**src/rtl/npc_pkg.sv**
```systemverilog
package npc_pkg;

   // Source of the next fetch address
   typedef enum logic [1:0] {
      NPC_SEQ    = 2'd0,
      NPC_BRANCH = 2'd1,
      NPC_JUMP   = 2'd2
   } npc_src_e;

   localparam int unsigned NPC_DEF_XLEN = 32;
   localparam int unsigned NPC_DEF_OPW  = 6;
   localparam int unsigned NPC_DEF_IMMW = 16;
   localparam int unsigned NPC_DEF_JFW  = 26;

endpackage

```
**src/rtl/npc_target_gen.sv**
```systemverilog
module npc_target_gen #(
   parameter int unsigned XLEN = 32,
   parameter int unsigned IMMW = 16,
   parameter int unsigned JFW  = 26
) (
   input  logic [XLEN-1:0] pc_plus4,
   input  logic [JFW-1:0]  jfield,
   output logic [XLEN-1:0] jump_target,
   output logic [XLEN-1:0] branch_target
);
   localparam int unsigned REGION_W = XLEN - JFW - 2;
   localparam int unsigned EXT_W    = XLEN - IMMW;

   logic [IMMW-1:0] imm;
   logic [XLEN-1:0] imm_sext;
   logic [XLEN-1:0] byte_off;

   assign imm      = jfield[IMMW-1:0];
   assign imm_sext = {{EXT_W{imm[IMMW-1]}}, imm};
   assign byte_off = {imm_sext[XLEN-3:0], 2'b00};

   // Region-relative jump: keep the upper bits of the incremented address
   assign jump_target   = {pc_plus4[XLEN-1 -: REGION_W], jfield, 2'b00};
   // PC-relative branch, modulo 2^XLEN
   assign branch_target = pc_plus4 + byte_off;

   // Word alignment of both targets holds when the incremented address is aligned
   always_comb begin
      if (pc_plus4[1:0] == 2'b00) begin
         a_r4_branch_aligned: assert (branch_target[1:0] == 2'b00 || $isunknown(pc_plus4))
            else $error("branch target not word aligned");
      end
   end

endmodule

```
**src/rtl/npc_branch_cmp.sv**
```systemverilog
module npc_branch_cmp #(
   parameter int unsigned XLEN         = 32,
   parameter int unsigned OPW          = 6,
   parameter logic [5:0]  OP_BEQ       = 6'b000100,
   parameter bit          CMP_XOR_TREE = 1'b1
) (
   input  logic [OPW-1:0]  opcode,
   input  logic [XLEN-1:0] op_a,
   input  logic [XLEN-1:0] op_b,
   output logic            taken
);
   localparam logic [OPW-1:0] BEQ_CODE = OPW'(OP_BEQ);

   logic equal;
   logic is_beq;

   generate
      if (CMP_XOR_TREE) begin : g_xor_tree
         logic [XLEN-1:0] diff;
         assign diff  = op_a ^ op_b;
         assign equal = ~|diff;
      end else begin : g_direct
         assign equal = (op_a == op_b);
      end
   endgenerate

   assign is_beq = (opcode == BEQ_CODE);
   assign taken  = is_beq & equal;

endmodule

```
**src/rtl/npc_select.sv**
```systemverilog
module npc_select
   import npc_pkg::*;
#(
   parameter int unsigned XLEN = 32,
   parameter int unsigned OPW  = 6,
   parameter logic [5:0]  OP_J = 6'b000010
) (
   input  logic [OPW-1:0]  opcode,
   input  logic            taken,
   input  logic [XLEN-1:0] seq_pc,
   input  logic [XLEN-1:0] jump_target,
   input  logic [XLEN-1:0] branch_target,
   output logic [XLEN-1:0] next_pc,
   output npc_src_e        src
);
   localparam logic [OPW-1:0] J_CODE = OPW'(OP_J);

   // Priority: jump, then taken branch, then sequential
   always_comb begin
      if (opcode == J_CODE)  src = NPC_JUMP;
      else if (taken)        src = NPC_BRANCH;
      else                   src = NPC_SEQ;
   end

   always_comb begin
      unique case (src)
         NPC_JUMP:   next_pc = jump_target;
         NPC_BRANCH: next_pc = branch_target;
         default:    next_pc = seq_pc;
      endcase
   end

endmodule

```
**src/rtl/id_npc_resolver.sv**
```systemverilog
module id_npc_resolver
   import npc_pkg::*;
#(
   parameter int unsigned   XLEN         = 32,
   parameter int unsigned   INSN_W       = 32,
   parameter int unsigned   OPW          = 6,
   parameter int unsigned   IMMW         = 16,
   parameter int unsigned   JFW          = 26,
   parameter logic [5:0]    OP_BEQ       = 6'b000100,
   parameter logic [5:0]    OP_J         = 6'b000010,
   parameter logic [31:0]   RESET_PC     = 32'h0000_0000,
   parameter bit            CMP_XOR_TREE = 1'b1
) (
   input  logic              clk,
   input  logic              rst_n,
   input  logic [INSN_W-1:0] id_instr,
   input  logic [XLEN-1:0]   id_pc_plus4,
   input  logic [XLEN-1:0]   cmp_a,
   input  logic [XLEN-1:0]   cmp_b,
   output logic [XLEN-1:0]   jump_target,
   output logic [XLEN-1:0]   branch_target,
   output logic              branch_taken,
   output logic              redirect,
   output logic [XLEN-1:0]   next_pc,
   output logic [XLEN-1:0]   pc
);
   localparam logic [XLEN-1:0] STEP     = XLEN'(4);
   localparam logic [XLEN-1:0] PC_INIT  = XLEN'(RESET_PC);
   localparam logic [OPW-1:0]  J_CODE   = OPW'(OP_J);
   localparam logic [OPW-1:0]  BEQ_CODE = OPW'(OP_BEQ);

   // Elaboration-time parameter checks
   generate
      if (INSN_W != OPW + JFW) begin : g_bad_insn
         $error("INSN_W must equal OPW + JFW");
      end
      if (JFW + 2 >= XLEN) begin : g_bad_jfw
         $error("jump field plus alignment must leave region bits");
      end
      if (IMMW > JFW || IMMW + 2 > XLEN) begin : g_bad_imm
         $error("immediate width out of range");
      end
      if (OPW > 6) begin : g_bad_opw
         $error("opcode codes are 6 bits wide");
      end
   endgenerate

   logic [OPW-1:0]  opcode;
   logic [JFW-1:0]  jfield;
   logic [XLEN-1:0] seq_pc;
   npc_src_e        src;

   assign opcode = id_instr[INSN_W-1 -: OPW];
   assign jfield = id_instr[JFW-1:0];
   assign seq_pc = pc + STEP;

   npc_target_gen #(
      .XLEN (XLEN),
      .IMMW (IMMW),
      .JFW  (JFW)
   ) u_targets (
      .pc_plus4      (id_pc_plus4),
      .jfield        (jfield),
      .jump_target   (jump_target),
      .branch_target (branch_target)
   );

   npc_branch_cmp #(
      .XLEN         (XLEN),
      .OPW          (OPW),
      .OP_BEQ       (OP_BEQ),
      .CMP_XOR_TREE (CMP_XOR_TREE)
   ) u_cmp (
      .opcode (opcode),
      .op_a   (cmp_a),
      .op_b   (cmp_b),
      .taken  (branch_taken)
   );

   npc_select #(
      .XLEN (XLEN),
      .OPW  (OPW),
      .OP_J (OP_J)
   ) u_sel (
      .opcode        (opcode),
      .taken         (branch_taken),
      .seq_pc        (seq_pc),
      .jump_target   (jump_target),
      .branch_target (branch_target),
      .next_pc       (next_pc),
      .src           (src)
   );

   assign redirect = (src != NPC_SEQ);

   // Fetch program counter; no flush, the delay slot is already fetched
   always_ff @(posedge clk) begin
      if (!rst_n) pc <= PC_INIT;
      else        pc <= next_pc;
   end

   // a taken flag needs the branch opcode and equal operands
   a_r5_taken_needs_equal: assert property (@(posedge clk) disable iff (!rst_n)
      branch_taken |-> (opcode == BEQ_CODE && cmp_a == cmp_b))
      else $error("taken without equal operands");

   // jump wins over any branch outcome
   a_r6_jump_wins: assert property (@(posedge clk) disable iff (!rst_n)
      (opcode == J_CODE) |-> (next_pc == jump_target && redirect))
      else $error("jump not selected");

   // jump target reaches the fetch register on the next edge
   a_r8_jump_lands: assert property (@(posedge clk) disable iff (!rst_n)
      (opcode == J_CODE) |=> (pc == $past(jump_target)))
      else $error("jump target not loaded");

   // a taken branch lands on the branch target
   a_r7_branch_lands: assert property (@(posedge clk) disable iff (!rst_n)
      (branch_taken && opcode != J_CODE) |=> (pc == $past(branch_target)))
      else $error("branch target not loaded");

   // without redirect fetch advances by one word
   a_r2_seq_step: assert property (@(posedge clk) disable iff (!rst_n)
      !redirect |=> (pc == $past(pc) + STEP))
      else $error("sequential step wrong");

endmodule

```
**config.mk**
```make
export PLATFORM = sky130hd
export DESIGN_NAME = id_npc_resolver
export DESIGN_NICKNAME = d
export VERILOG_FILES = /design/src/rtl/npc_pkg.sv /design/src/rtl/npc_target_gen.sv /design/src/rtl/npc_branch_cmp.sv /design/src/rtl/npc_select.sv /design/src/rtl/id_npc_resolver.sv
export SDC_FILE = /design/constraint.sdc
export NUM_CORES = 1
export LEC_CHECK = 0
export ABC_CLOCK_PERIOD_IN_PS = 2100
export BUFFER_PORTS_ARGS = -buffer_cell sky130_fd_sc_hd__clkbuf_2
export CAP_MARGIN = 10
export CORE_MARGIN = 8
export CORE_UTILIZATION = 41
export DETAILED_ROUTE_END_ITERATION = 12
export HOLD_SLACK_MARGIN = 0.08
export PLACE_DENSITY_LB_ADDON = 0.12
export SYNTH_ARGS = -nofsm -noshare
export SYNTH_HDL_FRONTEND = slang
export SYNTH_SLANG_ARGS = --single-unit
export TNS_END_PERCENT = 20
```
**constraint.sdc**
```tcl
create_clock -name clk -period 2.1 [get_ports clk]
set_input_delay 0.105 -clock clk [delete_from_list [all_inputs] [get_ports clk]]
set_output_delay 0.105 -clock clk [all_outputs]
set_load 0.02 [all_outputs]
```
# After elaboration in Yosys (flattened, before gate mapping)
# Cells that the tools add are included.
[word_totals]
register_bits = 32
out_inout_bits = 130
[classes]
add_sub_neg = 2
eq_ne = 4
n_mux = 3
bitwise_logic = 2
n_reduce_logical = 3
[ops]
columns = ["cell", "count"]
rows = [
  ["$pmux W32 S2", 1],
  ["$add A32 B3 Y32 const B", 1],
  ["$add A32 B32 Y32", 1],
  ["$reduce_or A32 Y1", 1],
  ["$xor A32 B32 Y32", 1],
  ["$eq A6 B2 Y1 const B", 1],
  ["$eq A6 B3 Y1 const B", 1],
  ["$eq A2 B1 Y1 const B", 1],
  ["$eq A2 B2 Y1 const B", 1],
  ["$mux W2", 1],
  ["$reduce_bool A2 Y1", 1],
  ["$and A1 B1 Y1", 1],
  ["$logic_not A1 Y1", 1],
  ["$mux W1", 1],
]

# Longest topological paths before layout
# Gate-level depths: netlist (run 1).
[depth]
depth_word = 8
depth_mapped = 10
ltp_nobuf = 10

# By module
# Synthesis (run 1) repeated with hierarchy kept, for this count alone.
[hier_totals]
cells_unflattened = 527
area_unflattened_um2 = 4667.0
[modules_own_cells]
columns = ["mod", "instances", "cells_each", "area_per_inst_um2", "seq_area_each_um2"]
rows = [
  ["npc_target_gen", 1, 256, 1916.8, 0.0],
  ["id_npc_resolver", 1, 151, 1438.9, 640.6],
  ["npc_select", 1, 75, 929.6, 0.0],
  ["npc_branch_cmp", 1, 45, 381.6, 0.0],
]

# Worst setup path after synthesis (run 1)
# OpenSTA, ideal clock, no wires.
[synth_timing]
kind = "input -> output"
start = "input port id_instr[31]"
end = "output port next_pc[27]"
t_arrival_ns = 2.388
slack_ns = -0.393
path_stages = 6
cell_sequence = "nor4_2 > nor3b_1 > nand4_1 > nor4_1 > inv_1 > o31ai_1"
[synth_between]
elab_chain_len = 6
[synth_rtl]
columns = ["item", "line_no", "text"]
rows = [
  ["start, declared", "id_npc_resolver.sv:16", "input logic [INSN_W-1:0] id_instr,"],
  ["$eq A6 B3 Y1 *", "npc_branch_cmp.sv:27", "assign is_beq = (opcode == BEQ_CODE);"],
  ["$and A1 B1 Y1 *", "npc_branch_cmp.sv:28", "assign taken = is_beq & equal;"],
  ["named net branch_taken", "id_npc_resolver.sv:22", "output logic branch_taken,"],
  ["$mux W1 *", "npc_select.sv:21", "else if (taken) src = NPC_BRANCH;"],
  ["$mux W2 *", "npc_select.sv:20", "if (opcode == J_CODE) src = NPC_JUMP;"],
  ["$eq A2 B1 Y1 / $eq A2 B2 Y1 (equally long branches)", "npc_select.sv:26", "unique case (src)"],
  ["$pmux W32 S2 *", "npc_select.sv:26", ""],
  ["end, declared", "id_npc_resolver.sv:24", "output logic [XLEN-1:0] next_pc,"],
]
# Mark *: on every way through the listed nets, which the timed path passes. The rest lies on a longest branch.

# Final worst setup path (run 1)
[layout_timing]
start = "input port id_pc_plus4[2]"
end = "output port next_pc[26]"
[layout_between]
elab_chain_len = 2
[layout_rtl]
columns = ["item", "line_no", "text"]
rows = [
  ["start, declared", "id_npc_resolver.sv:17", "input logic [XLEN-1:0] id_pc_plus4,"],
  ["$add A32 B32 Y32", "npc_target_gen.sv:25", "assign branch_target = pc_plus4 + byte_off;"],
  ["$pmux W32 S2", "npc_select.sv:26", ""],
]
# Every way passes these cells.

==> impl_metrics.ini, run 1 <==
[cts]
cts_sinks = 32
clk_pin_slew_ns = 0.07
cts.path.max_buffers = 2
cts_root_buf = clkbuf_8
cts_tree = done
htree_levels = 2
numCtsBuffers = 5
insertion_delay_ns = 0.30
cts_hold_buf = 0

[setup_path]
r2r-start = pc[2]
criticalPathCategory = in2out
crit_end = next_pc[26]
path_buf_inv = 3
ff2ff_setup_slack_ns = -0.05
cp-startpoint = id_pc_plus4[2]
arrival_ns = 2.38
r2r-end = pc[30]
start_kind = input pin
cp-end-kind = output port
crit_path_max_fanout = 7
required_ns = 2.00
worstPathCellList = clkbuf_8 > ha_4 > inv_2 > fa_2 > nor2b_2 > o211a_1 > o21a_4 > o211a_4 > o2111ai_4 > mux2i_2 > or3_4 > buf_8
critPathSlowestCell = fa_2
critical_path_cell_count = 12
slowest_delay_ns = 0.37
cp_top_family = compound AO/OA/AOI/OAI gates
reg2reg_depth = 11

[layout]
final_nets = 1215
largest-register = pc
num_antenna_cells = 0
drive_gt1_frac = 0.608
area_growth_pct = 95.8
top_regs = pc: 32 flops
final_area_um2 = 8890
largest_reg_flops = 32
instances_no_fill = 1195

[synth]
ys_types = 67
yosysTopAreaCell = dfxtp_1
synth_flop_cell = dfxtp_1
synth-seq-cells = 32
synthCells = 624
synth_area_leaders = dfxtp_1 14%, xor2_1 9.6%, ha_1 8.3%, buf_4 5.8%, xnor2_1 5.8%
synth_warnings = 0
synth_top_area_share = 0.141
ys_seq_area_frac = 0.141
synth_edf_count = 0
async_reset_ff_frac = 0
synthesis.area_um2 = 4540
syn_area_per_cell_um2 = 7.28

[status]
failed_checks = negative setup slack
status = complete, but fails checks

[timing]
slew_headroom = 0.628
holdWs_ns = 0.141
fin_tns_setup_ns = -9.25
period_needed_ns = 2.49
clock-skew-final_ns = 0.00298
setup_viol = 50
slew_viol_final = 0
hold_violations = 0
post-route-period-util = 1.18
fin_ws_ns = -0.386
fmax_mhz = 402
tightest_slew_ns = 0.556
rsz0062_at_grt = true

[place]
post_dp_cell_area_um2 = 7250
dp_cells = 1159
dp.final_hpwl_mm = 17.9
io_buffers = 257
gp_congestion = 0.951

[routing]
num_vias = 6687
drt_iter0_markers = 493
drt_first_pass_iters = 5
drc_errors = 0
viasPerCell = 5.60
postRouteAntennaNets = 0
avgRoutedWirePerCell_um = 19.9
routed_wl_mm = 23.8

[global_route]
grt_pass1_vias = 6772
grt_max_degree = 27
antenna_found_initial = 0
grtUsageTotal = 0.284
grt_pass1_wl_mm = 33.7
grt_overflow = 0

[floorplanning]
dieHeight_um = 121
die_area_um2 = 14700
pin_count = 260
start_util = 0.419
fp.coreArea_um2 = 10800
die_w_um = 121
rows = 38

[hold_path]
hold_class = in2reg

[flow_run]
cap_violations = 0

[pwr]
p_leak_nw = 4.20
irDropWorstVdd_mv = 0.356
power_density_nw_per_um2 = 392
## timing repair
item | 4_1_cts | 5_1_grt
buffers inserted | 20 | 12
resized for setup | 161 | 172
hold endpoints to repair | 0 | 0
pin swaps | 55 | 51
endpoints found under the setup margin | 68 | 69
## cell usage after synthesis (3+ instances only)
library cell / instances
mux2i_1: 5
nor2b_1: 3
nand2_1: 51
a21o_1: 9
buf_2: 6
xor2_1: 50
o21ai_0: 32
nand4_1: 15
inv_1: 25
a221o_1: 7
buf_4: 35
a22oi_1: 10
nand2b_1: 3
nor3_1: 23
nor2_1: 35
a21oi_1: 36
ha_1: 30
nand3_1: 29
a211oi_1: 3
o21ai_1: 3
or2_1: 3
o21bai_1: 4
o211ai_1: 5
and3_1: 7
nor4_1: 18
a31oi_1: 8
and2_1: 20
o21a_1: 6
xnor2_1: 30
o31a_1: 4
clkbuf_1: 15
dfxtp_1: 32
o31ai_1: 5
nor3b_1: 4
or3_1: 9
## worst min path at each step
stage,from,end,slack [ns],cells after the start
finish,id_instr[20],pc[22],0.14,3
CTS,id_instr[20],pc[22],0.17,3
global route,id_instr[20],pc[22],0.19,3
floorplan,id_instr[8],pc[10],0.30,2
global placement,id_instr[20],pc[22],0.43,3
detailed placement,id_pc_plus4[1],branch_target[1],0.44,2
## kinds of logic (layout without fill, tap and decap cells)
group	Yosys count	after routing	share of synthesized area
buffers and inverters	84	514	0.100
flip-flops	32	32	0.141
multiplexers	5	5	0.0110
AND/OR/NAND/NOR	234	234	0.271
adder cells (fa/ha/maj)	31	31	0.0870
other	1	2	0.000825
AO/OA/AOI/OAI	157	157	0.235
XOR/XNOR	80	80	0.154
## per-stage QoR
stage	setup slack (ns)	power, mW	utilization
6_report	-0.386	3.49	0.821
5_1_grt	-0.419	3.63	0.821
4_1_cts	-0.332	3.23	0.761
3_5_place_dp	-0.607	2.36	0.669
3_3_place_gp	-0.603	2.34	0.669
2_1_floorplan	-0.115	1.55	-
## worst register-to-register path, stage by stage (launching register included)
cell and delay, ns:
dfxtp_2 0.35, ha_4 0.14, nand4_1 0.16, nor4_4 0.26, buf_4 0.18, nand4_1 0.11
xor2_1 0.17, o31ai_1 0.20, a41oi_1 0.10, buf_4 0.18, buf_4 0.12, a21oi_2 0.10
## final cells by class
type	instances	area, µm²
Clock buffer	6	72.6
Clock inverter	2	35.0
Fill cell	716	1950
Inverter	27	104
Multi-Input combinational cell	509	4460
Sequential cell	32	649
Tap cell	140	175
Timing Repair Buffer	479	3400
## power by group
part / switching (mW) / internal, mW / leakage (nW)
clock network: 0.251 / 0.352 / 0.0552
registers: 0.00818 / 0.617 / 0.262
logic: 1.19 / 1.07 / 3.89
total: 1.45 / 2.04 / 4.20
## layer usage
metal | track usage | part of all wire | vias up
li1 | - | - | 3105
met1 | 0.315 | 0.38 | 3148
met2 | 0.513 | 0.51 | 376
met3 | 0.0600 | 0.078 | 58
met4 | 0.119 | 0.036 | 0
met5 | 0 | 0 | -
## placed cells by master (no fill, tap or decap), drive strengths merged, types with 25 or more instances in the layout
master,n
a21oi,36
buf,268
clkbuf,217
dfxtp,32
ha,30
inv,27
nand2,51
nand3,29
nor2,35
nor3,25
o21ai,35
xnor2,30
xor2,50
Power figures use the tool's default switching activity.
==> run 2: changes to the inputs <==
Settings changed: CORE_UTILIZATION 41 to 35.
==> run 2 against run 1 <==
Effect of this change:
- the flow still finishes with violations (negative setup slack)
- via count decreased by 3.3%
- sequential share of layout area rose by 0.060 points
- first-iteration DRC count decreased by 49%
- highest routed layer unchanged
- critical endpoint is now next_pc[23]
- largest power group unchanged
- non-clock buffer count up 2
- wire length down 3.4%
- combinational power fell by 4%
- largest cell class unchanged
- total power increased by 1.7%
- clock skew rose by 0.0064 ns
- flip-flop and latch count stayed put
==> impl_metrics.ini, run 2 (same netlist as run 1, synthesis figures left out) <==
[status]
failed_checks = negative setup slack
status = complete, but fails checks

[routing]
drt_first_pass_iters = 5
routed_wl_mm = 23.0
drt_iter0_markers = 251
num_vias = 6467
drc_errors = 0
avgRoutedWirePerCell_um = 18.7
postRouteAntennaNets = 0
viasPerCell = 5.26

[timing]
holdWs_ns = 0.165
period_needed_ns = 2.49
fin_tns_setup_ns = -7.58
fin_ws_ns = -0.387
clock-skew-final_ns = 0.00942
post-route-period-util = 1.18
slew_headroom = 0.578
hold_violations = 0
rsz0062_at_grt = true
tightest_slew_ns = 0.632
setup_viol = 43
fmax_mhz = 402
slew_viol_final = 0

[floorplanning]
dieHeight_um = 130
fp.coreArea_um2 = 12700
start_util = 0.359
pin_count = 260
rows = 41
die_w_um = 130
die_area_um2 = 16900

[hold_path]
hold_class = in2reg
min_path_cells = 3

[cts]
htree_levels = 2
insertion_delay_ns = 0.30
cts.path.max_buffers = 2
cts_root_buf = clkbuf_16
cts_tree = done
numCtsBuffers = 5
clk_pin_slew_ns = 0.06
cts_sinks = 32

[global_route]
grtUsageTotal = 0.254
grt_max_degree = 27
grt_pass1_wl_mm = 33.6
grt_pass1_vias = 6739
antenna_found_initial = 0
grt_overflow = 0

[setup_path]
required_ns = 2.00
start_kind = input pin
r2r-end = pc[13]
reg2reg_depth = 10
critical_path_cell_count = 12
worstPathCellList = clkbuf_2 > ha_4 > a21oi_2 > o211ai_1 > a211oi_4 > buf_6 > buf_6 > a311oi_4 > or3_1 > and3_4 > or2_1 > buf_2
path_buf_inv = 4
ff2ff_setup_slack_ns = -0.01
crit_path_max_fanout = 5
slowest_delay_ns = 0.35
cp_top_family = simple AND/OR/NAND/NOR gates
criticalPathCategory = in2out
arrival_ns = 2.38
cp-startpoint = id_instr[14]
cp_common_cell = buf_6
crit_end = next_pc[23]
cp-end-kind = output port
critPathSlowestCell = or3_1
r2r-start = pc[7]

[pwr]
finalPower_mw = 3.55
power_density_nw_per_um2 = 401
irDropWorstVdd_mv = 0.360
p_leak_nw = 4.17

[layout]
multi_input_area_um2 = 4510
num_antenna_cells = 0
most-common-layout-cells = 218 x clkbuf_2, 216 x buf_4, 46 x xor2_1, 39 x nand2_1, 28 x nor2_1
final_area_um2 = 8860
largest-register = pc
final_nets = 1217
n_fill_cell = 1063
final_common_cell = clkbuf_2
drive_gt1_frac = 0.616
seqCellArea_um2 = 652
top_regs = pc: 32 flops
largest_reg_flops = 32
fin_util = 0.699
area_growth_pct = 94.9

[flow_run]
cap_violations = 0

[place]
gp_congestion = 0.945
io_buffers = 257
dp.final_hpwl_mm = 18.8
post_dp_cell_area_um2 = 7390
==> run 2: worst min-delay path by stage <==
stage / startpoint / to / slack (ns)
final: id_instr[22] / pc[24] / 0.17
after global routing: id_instr[22] / pc[24] / 0.20
after CTS: id_instr[22] / pc[24] / 0.17
after detailed placement: id_pc_plus4[1] / branch_target[1] / 0.45
after global placement: id_instr[18] / jump_target[20] / 0.45
after floorplan: id_instr[8] / pc[10] / 0.30
==> run 2: power by group <==
group | total, mW | internal, mW | switching (mW) | leakage, nW
registers | 0.626 | 0.618 | 0.00882 | 0.263
clock network | 0.759 | 0.441 | 0.318 | 0.0660
logic | 2.16 | 1.02 | 1.14 | 3.84
==> run 2: through the flow <==
| stage | instances | setup slack (ns) |
|---|---|---|
| 6_report | 1229 | -0.387 |
| 5_1_grt | 1229 | -0.484 |
| 4_1_cts | 1218 | -0.347 |
| 3_5_place_dp | 1202 | -0.622 |
| 3_3_place_gp | 1202 | -0.534 |
| 2_1_floorplan | 625 | -0.115 |
==> run 2: worst min-delay path: stages <==
cell	delay [ns]
clkbuf_2	0.10
a22oi_2	0.09
a31oi_1	0.12
==> run 2: layer usage <==
layer	GRT usage	up-vias	routed length, µm
met5	0	-	0
met4	0.0902	0	485
met3	0.0661	26	1890
met2	0.465	282	11700
met1	0.277	3046	8890
li1	-	3113	-
==> run 2: layout make-up <==
type,count,share of cell area
Clock buffer,5,0.0141
Clock inverter,3,0.00268
Inverter,27,0.0114
Multi-Input combinational cell,509,0.509
Sequential cell,32,0.0736
Tap cell,172,0.0243
Timing Repair Buffer,481,0.365
==> run 2: what timing repair did <==
item	CTS	global route
hold endpoints to repair	0	0
hold buffers	0	0
endpoints found under the setup margin	62	77
gates resized for setup	122	151
gates cloned	0	0
pin swaps	30	39
setup buffers	9	11
